[config.mk]
export PLATFORM = sky130hd
export DESIGN_NAME = wb_line_seq
export DESIGN_NICKNAME = d
export VERILOG_FILES = /design/src/rtl/wbls_pkg.sv /design/src/rtl/wbls_lane.sv /design/src/rtl/wbls_merge.sv /design/src/rtl/wbls_store.sv /design/src/rtl/wb_line_seq.sv
export SDC_FILE = /design/constraint.sdc
export NUM_CORES = 1
export LEC_CHECK = 0
export ABC_CLOCK_PERIOD_IN_PS = 17300
export CAP_MARGIN = 20
export CORE_MARGIN = 2
export CORE_UTILIZATION = 30
export CTS_BUF_LIST = sky130_fd_sc_hd__clkbuf_4
export DETAILED_ROUTE_END_ITERATION = 6
export SYNTH_ARGS = -nofsm -noshare
export SYNTH_HDL_FRONTEND = slang
export SYNTH_SLANG_ARGS = --single-unit
[constraint.sdc]
create_clock -name clk -period 17.3 [get_ports clk]
set_clock_uncertainty 0.2 [all_clocks]
set_input_delay 1.73 -clock clk [delete_from_list [all_inputs] [get_ports clk]]
set_output_delay 1.73 -clock clk [all_outputs]
set_load 0.02 [all_outputs]
[src/rtl/wbls_pkg.sv]
package wbls_pkg;
    localparam int WORD_W     = 32;
    localparam int WORD_BYTES = WORD_W / 8;
    localparam int LINE_WORDS = 4;
    localparam int WSEL_W     = $clog2(LINE_WORDS);
    localparam int LINE_W     = LINE_WORDS * WORD_W;

    typedef logic [WORD_W-1:0] word_t;
    typedef logic [LINE_W-1:0] line_t;
    typedef logic [WORD_BYTES-1:0] lanes_t;

    localparam logic [1:0] SZ_BYTE = 2'd0;
    localparam logic [1:0] SZ_HALF = 2'd1;
    localparam logic [1:0] SZ_WORD = 2'd2;

    typedef enum logic [2:0] {
        S_IDLE   = 3'd0,
        S_LOOKUP = 3'd1,
        S_FILL   = 3'd2,
        S_WBACK  = 3'd3,
        S_UNC    = 3'd4
    } seq_st_t;
endpackage

[src/rtl/wbls_lane.sv]
module wbls_lane
    import wbls_pkg::*;
(
    input  logic [1:0] addr_lo_i,
    input  logic [1:0] size_i,
    input  logic       fetch_i,
    output lanes_t     be_o
);
    always_comb begin
        if (fetch_i) begin
            be_o = addr_lo_i[1] ? 4'b1100 : 4'b1111;
        end else begin
            case (size_i)
                SZ_BYTE: be_o = 4'b0001 << addr_lo_i;
                SZ_HALF: be_o = addr_lo_i[1] ? 4'b1100 : 4'b0011;
                default: be_o = 4'b1111;
            endcase
        end
    end
endmodule

[src/rtl/wbls_merge.sv]
module wbls_merge
    import wbls_pkg::*;
(
    input  line_t              line_i,
    input  word_t              word_i,
    input  lanes_t             be_i,
    input  logic [WSEL_W-1:0]  sel_i,
    output line_t              line_o,
    output word_t              word_o
);
    for (genvar w = 0; w < LINE_WORDS; w++) begin : g_word
        for (genvar b = 0; b < WORD_BYTES; b++) begin : g_byte
            assign line_o[w*WORD_W + b*8 +: 8] =
                (sel_i == WSEL_W'(w) && be_i[b]) ? word_i[b*8 +: 8]
                                                 : line_i[w*WORD_W + b*8 +: 8];
        end
    end

    assign word_o = line_i[int'(sel_i)*WORD_W +: WORD_W];
endmodule

[src/rtl/wbls_store.sv]
module wbls_store
    import wbls_pkg::*;
#(
    parameter  int SETS  = 4,
    parameter  int TAG_W = 6,
    localparam int IDX_W = $clog2(SETS)
) (
    input  logic             clk,
    input  logic             rst_n,
    input  logic [IDX_W-1:0] rd_idx,
    output logic             rd_valid,
    output logic             rd_dirty,
    output logic [TAG_W-1:0] rd_tag,
    output line_t            rd_line,
    input  logic             wr_en,
    input  logic [IDX_W-1:0] wr_idx,
    input  logic [TAG_W-1:0] wr_tag,
    input  logic             wr_dirty,
    input  line_t            wr_line
);
    logic [SETS-1:0]  valid_d, valid_q;
    logic [SETS-1:0]  dirty_d, dirty_q;
    logic [TAG_W-1:0] tag_q  [SETS];
    line_t            data_q [SETS];

    always_comb begin
        valid_d = valid_q;
        dirty_d = dirty_q;
        if (wr_en) begin
            valid_d[wr_idx] = 1'b1;
            dirty_d[wr_idx] = wr_dirty;
        end
    end

    always_ff @(posedge clk or negedge rst_n) begin
        if (!rst_n) begin
            valid_q <= '0;
            dirty_q <= '0;
        end else begin
            valid_q <= valid_d;
            dirty_q <= dirty_d;
        end
    end

    always_ff @(posedge clk) begin
        if (wr_en) begin
            tag_q[wr_idx]  <= wr_tag;
            data_q[wr_idx] <= wr_line;
        end
    end

    assign rd_valid = valid_q[rd_idx];
    assign rd_dirty = dirty_q[rd_idx];
    assign rd_tag   = tag_q[rd_idx];
    assign rd_line  = data_q[rd_idx];
endmodule

[src/rtl/wb_line_seq.sv]
module wb_line_seq
    import wbls_pkg::*;
#(
    parameter int ADDR_W = 12,
    parameter int SETS   = 4
) (
    input  logic              clk,
    input  logic              rst_n,
    input  logic              req_valid,
    output logic              req_ready,
    input  logic              req_write,
    input  logic              req_cached,
    input  logic              req_fetch,
    input  logic [1:0]        req_size,
    input  logic [ADDR_W-1:0] req_addr,
    input  logic [31:0]       req_wdata,
    output logic              rsp_valid,
    output logic [31:0]       rsp_rdata,
    output logic              mem_valid,
    input  logic              mem_ready,
    output logic              mem_write,
    output logic [ADDR_W-1:0] mem_addr,
    output logic [3:0]        mem_be,
    output logic [31:0]       mem_wdata,
    input  logic [31:0]       mem_rdata
);
    localparam int OFF_W   = $clog2(LINE_WORDS * WORD_BYTES);
    localparam int IDX_W   = $clog2(SETS);
    localparam int TAG_W   = ADDR_W - OFF_W - IDX_W;
    localparam int FB_W    = (LINE_WORDS - 1) * WORD_W;
    localparam logic [WSEL_W-1:0] LAST_BEAT = WSEL_W'(LINE_WORDS - 1);

    typedef struct packed {
        seq_st_t             st;
        logic [WSEL_W-1:0]   beat;
        logic                wr;
        logic                cached;
        logic                fetch;
        logic [1:0]          size;
        logic [ADDR_W-1:0]   addr;
        word_t               wdata;
        logic [FB_W-1:0]     fb;
        line_t               vbuf;
        logic [TAG_W-1:0]    vtag;
        logic                wb_pend;
        logic                rsp_v;
        word_t               rsp_d;
    } seq_t;

    seq_t q, d;

    logic [IDX_W-1:0]  idx;
    logic [TAG_W-1:0]  tag;
    logic [WSEL_W-1:0] woff;
    logic              hit;
    lanes_t            lane_be, merge_be;
    logic              rd_valid, rd_dirty;
    logic [TAG_W-1:0]  rd_tag;
    line_t             rd_line, hit_line, fill_line, fill_merged;
    word_t             hit_word, fill_word;
    logic              st_we, st_dirty;
    line_t             st_line;

    assign idx       = q.addr[OFF_W +: IDX_W];
    assign tag       = q.addr[ADDR_W-1 -: TAG_W];
    assign woff      = q.addr[2 +: WSEL_W];
    assign hit       = rd_valid && (rd_tag == tag);
    assign merge_be  = q.wr ? lane_be : '0;
    assign fill_line = {mem_rdata, q.fb};

    wbls_lane u_lane (
        .addr_lo_i (q.addr[1:0]),
        .size_i    (q.size),
        .fetch_i   (q.fetch),
        .be_o      (lane_be)
    );

    wbls_store #(.SETS(SETS), .TAG_W(TAG_W)) u_store (
        .clk      (clk),
        .rst_n    (rst_n),
        .rd_idx   (idx),
        .rd_valid (rd_valid),
        .rd_dirty (rd_dirty),
        .rd_tag   (rd_tag),
        .rd_line  (rd_line),
        .wr_en    (st_we),
        .wr_idx   (idx),
        .wr_tag   (tag),
        .wr_dirty (st_dirty),
        .wr_line  (st_line)
    );

    wbls_merge u_hit_merge (
        .line_i (rd_line),
        .word_i (q.wdata),
        .be_i   (merge_be),
        .sel_i  (woff),
        .line_o (hit_line),
        .word_o (hit_word)
    );

    wbls_merge u_fill_merge (
        .line_i (fill_line),
        .word_i (q.wdata),
        .be_i   (merge_be),
        .sel_i  (woff),
        .line_o (fill_merged),
        .word_o (fill_word)
    );

    always_comb begin
        d         = q;
        d.rsp_v   = 1'b0;
        req_ready = (q.st == S_IDLE);
        mem_valid = 1'b0;
        mem_write = 1'b0;
        mem_addr  = '0;
        mem_be    = '0;
        mem_wdata = '0;
        st_we     = 1'b0;
        st_dirty  = 1'b0;
        st_line   = hit_line;

        case (q.st)
            S_IDLE: begin
                if (req_valid) begin
                    d.st     = S_LOOKUP;
                    d.wr     = req_write;
                    d.cached = req_cached;
                    d.fetch  = req_fetch;
                    d.size   = req_size;
                    d.addr   = req_addr;
                    d.wdata  = req_wdata;
                end
            end
            S_LOOKUP: begin
                if (!q.cached) begin
                    d.st = S_UNC;
                end else if (hit) begin
                    d.rsp_v = 1'b1;
                    d.rsp_d = hit_word;
                    d.st    = S_IDLE;
                    if (q.wr) begin
                        st_we    = 1'b1;
                        st_dirty = 1'b1;
                        st_line  = hit_line;
                    end
                end else begin
                    d.wb_pend = rd_valid && rd_dirty;
                    d.vbuf    = rd_line;
                    d.vtag    = rd_tag;
                    d.beat    = '0;
                    d.st      = S_FILL;
                end
            end
            S_FILL: begin
                mem_valid = 1'b1;
                mem_addr  = {tag, idx, q.beat, 2'b00};
                mem_be    = '1;
                if (mem_ready) begin
                    d.beat = q.beat + 1'b1;
                    if (q.beat != LAST_BEAT) begin
                        d.fb[int'(q.beat)*WORD_W +: WORD_W] = mem_rdata;
                    end else begin
                        st_we    = 1'b1;
                        st_dirty = q.wr;
                        st_line  = fill_merged;
                        d.rsp_v  = 1'b1;
                        d.rsp_d  = fill_word;
                        d.beat   = '0;
                        d.st     = q.wb_pend ? S_WBACK : S_IDLE;
                    end
                end
            end
            S_WBACK: begin
                mem_valid = 1'b1;
                mem_write = 1'b1;
                mem_addr  = {q.vtag, idx, q.beat, 2'b00};
                mem_be    = '1;
                mem_wdata = q.vbuf[int'(q.beat)*WORD_W +: WORD_W];
                if (mem_ready) begin
                    d.beat = q.beat + 1'b1;
                    if (q.beat == LAST_BEAT) begin
                        d.wb_pend = 1'b0;
                        d.st      = S_IDLE;
                    end
                end
            end
            S_UNC: begin
                mem_valid = 1'b1;
                mem_write = q.wr;
                mem_addr  = q.addr;
                mem_be    = lane_be;
                mem_wdata = q.wdata;
                if (mem_ready) begin
                    d.rsp_v = 1'b1;
                    d.rsp_d = mem_rdata;
                    d.st    = S_IDLE;
                end
            end
            default: d.st = S_IDLE;
        endcase
    end

    always_ff @(posedge clk or negedge rst_n) begin
        if (!rst_n) begin
            q <= '0;
        end else begin
            q <= d;
        end
    end

    assign rsp_valid = q.rsp_v;
    assign rsp_rdata = q.rsp_d;
endmodule

==> impl_results.md <==
* Die ar. at 130000 um^2
* Final nets at 2907
* Clock Path Buffers at 3
* Final Cycle Share at 0.375
* Initial DRC count at 1998
* GRT Resource Usage Total at 0.174
* Async SR Flop Fraction at 0.378
* Post-synthesis instance area at 38300 um^2
* Hold Buf Count CTS at 0
* Skew-Pair Late Insertion Delay at 1.17 ns
* Number of global-route vias before repair at 24.4k
* Number of warnings issued by yosys at 0
* Mapped Avg Cell Area at 14.8 um^2
* I/O pins at 169
* Critical path arrival at 4.56 ns
* Pwr dens at 182 nW/um^2
* WL final at 114000 um
* Critical-path maximum fanout at 38
* EDFF count, synth at 536
* Number of synthesized register bits at 862
* Critical path data required time at 15.37 ns
* Critical Path End Type: output pin
* Status: finished, final reports clean
* Final non-filler cell total at 4681
* Largest family of logic cells by synthesized area: multiplexers
* Largest net degree at the start of global routing at 139
* Hold endpoint: u_store.valid_q[1]
* Most used DFF post-synth: edfxtp_1
* RR Endpoint: u_store.data_q[3][111]
* Initial antenna violation count at 11
* Share of cells above drive strength 1 at 0.249
* 1st-pass router iterations at 5
* IO Port Bufs at 168
* CTS resizes at 0
* FMAX at 154 MHz
* Clock sinks at 862
* Multiplexer area fraction after synthesis at 0.213
* Mapped Nets at 2676
* Vias per cell at 5.11
* Hold Crit Depth at 1
* Compound-gate portion of the synthesized area at 0.0723
* RSZ-0062 raised after global routing: no
* CTS tree: yes
* Die W at 361 um
* Crit path time final at 6.49 ns
* Cells on worst reg2reg path at 9
* Critical R2R Launch: q[314]
* Total CTS buffers at 222
* Sum Neg Setup Slack at 0 ns
* Die height at 361 um
* Met3 Use GR at 0.0466
* Synth Area in XOR/XNOR at 0.00160
* GR peak layer: met2
* Worst hold start: u_store.valid_q[1]
* RePlAce Congestion at 0.744
* HP Class: reg2reg
* Final Hold Violating Endpoints at 0
* Antenna viol nets, final at 0
* Final setup fails at 0
* First-pass GRT wire length at 166000 um
* CTS HTree Levels at 4
* Clock slew at reported path FFs at 0.06 ns
* Initial core utilization at 0.301
* Area grow syn2layout at 16.8%
* Worst-Margin Slew at 1.08 ns
* Max-Cap Viols at 0
* Met2 usage at 0.275
* Adder-cell share of the synthesized area at 0.00163
* Static Leakage at 16.0 nW
* Wire per inst at 24.3 um
* Placed Cells at 4253
* Core area at 127000 um^2
* Post-synthesis simple-gate area fraction at 0.0510
* Cell count after synthesis at 2586
* Setup crit start kind: flip-flop
* Post-DP HPWL at 66200 um
* Grt met1 use at 0.227
* Std cell rows at 131
* Slew headroom at 0.278
* Crit path kind: reg2out
* Pins over their slew limit at 0
* Residual DRC count at 0
* Clk root buf: clkbuf_4
* Worst VDD drop at 74.6 uV
* Postcts setup bufs at 0
* Via count at 23.9k
* Flop-to-flop setup slack at 11.33 ns
* Congestion Overflow GR at 0
* Synth cell types at 46
* Seq/Total Area, Yosys at 0.634
==> Yosys cell counts, types with 6 or more instances <==
master     instances  area share
a21oi_1          126       0.016
a22o_1            64       0.015
a22oi_1           69       0.014
and2_1             7      0.0011
buf_1             23      0.0023
buf_2             17      0.0022
buf_4             42      0.0082
buf_6              6      0.0018
clkbuf_1         122       0.012
dfrtp_1          326        0.21
edfxtp_1         536        0.42
mux2_1            38       0.011
mux2_2           145       0.043
mux2i_1          230       0.060
mux4_2           168       0.099
nand2_1          265       0.026
nand2b_1          12      0.0020
nand3_1           15      0.0020
nor2_1           160       0.016
o21ai_0          119       0.016
o2bb2ai_1         34      0.0078
o31ai_1            8      0.0016
==> worst max-delay path, stage by stage, from the launching register on <==
cell and delay, ns:
dfrtp_1 0.66, nor3b_2 0.81, buf_4 0.78, a22o_1 0.46
clkdlybuf4s50_1 0.68
==> logic make-up after synthesis <==
family                   count (synthesis)
AO/OA/AOI/OAI                          433
XOR/XNOR                                 7
adder cells (fa/ha/maj)                  5
multiplexers                           581
flip-flops                             862
AND/OR/NAND/NOR                        483
buffers and inverters                  215
==> flip-flops by register name, indices dropped and copies added (netlist names), 2 cells and up <==
signal,cells
u_store.dirty_q,4
u_store.data_q,512
u_store.tag_q,24
rsp_rdata,32
u_store.valid_q,4
q,187
idx,2
fill_line,96
==> worst max path at each step <==
stage | startpoint | to | depth (start not counted)
after CTS | q[315] | mem_wdata[21] | 4
after floorplan | idx[0] | u_store.data_q[3][0] | 7
after global routing | q[315] | mem_wdata[21] | 4
final | q[315] | mem_wdata[21] | 4
after global placement | mem_ready | u_store.data_q[2][12] | 9
after detailed placement | mem_ready | u_store.data_q[3][46] | 8
==> routing by layer <==
metal | up-vias | part of all wire
li1 | 10500 | -
met2 | 904 | 0.47
met3 | 223 | 0.076
met5 | - | 0.00090
met4 | 16 | 0.031
met1 | 12300 | 0.43
==> per-stage QoR <==
step	hold WS (ns)	total power [mW]	setup slack, ns	utilization	cell area (um^2)
2_1_floorplan	0.229	5.14	4.55	-	38300
3_3_place_gp	0.255	6.27	10.32	0.327	41600
3_5_place_dp	0.257	6.31	10.22	0.327	41600
4_1_cts	0.273	8.19	10.65	0.351	44600
5_1_grt	0.290	8.57	10.59	0.352	44700
6_report	0.271	8.12	10.81	0.352	44700
==> cell usage in the layout (no fill, tap or decap), types with 4 or more instances in the layout <==
cell / netlist / routed
xnor2_1: 5 / 5
mux2_2: 145 / 145
o21ai_0: 119 / 118
clkinv_1: 0 / 62
edfxtp_1: 536 / 536
mux4_2: 168 / 168
ha_1: 5 / 5
nand2_1: 265 / 262
nor2_1: 160 / 158
clkdlybuf4s50_1: 0 / 167
mux2i_1: 230 / 230
inv_1: 5 / 5
dfrtp_1: 326 / 320
nand3_1: 15 / 15
bufinv_16: 0 / 5
clkbuf_4: 0 / 334
a22oi_1: 69 / 69
a22o_1: 64 / 64
buf_4: 42 / 45
nand2b_1: 12 / 12
a21oi_1: 126 / 125
nor3_1: 5 / 4
o31ai_4: 0 / 4
mux2_1: 38 / 38
and2_1: 7 / 5
nor3b_2: 0 / 4
o2bb2ai_1: 34 / 33
clkinv_2: 0 / 10
o31ai_1: 8 / 4
==> power by group <==
group | internal (mW) | switching [mW] | total (mW)
sequential | 2.84 | 0.413 | 3.26
clock | 0.967 | 0.876 | 1.84
combinational | 1.23 | 1.79 | 3.02
total | 5.04 | 3.08 | 8.12
==> cell type report <==
type / instances / area, um^2
clock inverter: 89 / 552
timing repair buffer: 217 / 2100
tap: 1662 / 2080
fill: 12200 / 82300
sequential: 862 / 24300
multi-input combinational: 1509 / 13200
inverter: 5 / 18.8
clock buffer: 334 / 2510
antenna: 3 / 7.51
Note: power is estimated with default switching activity, not from simulation.
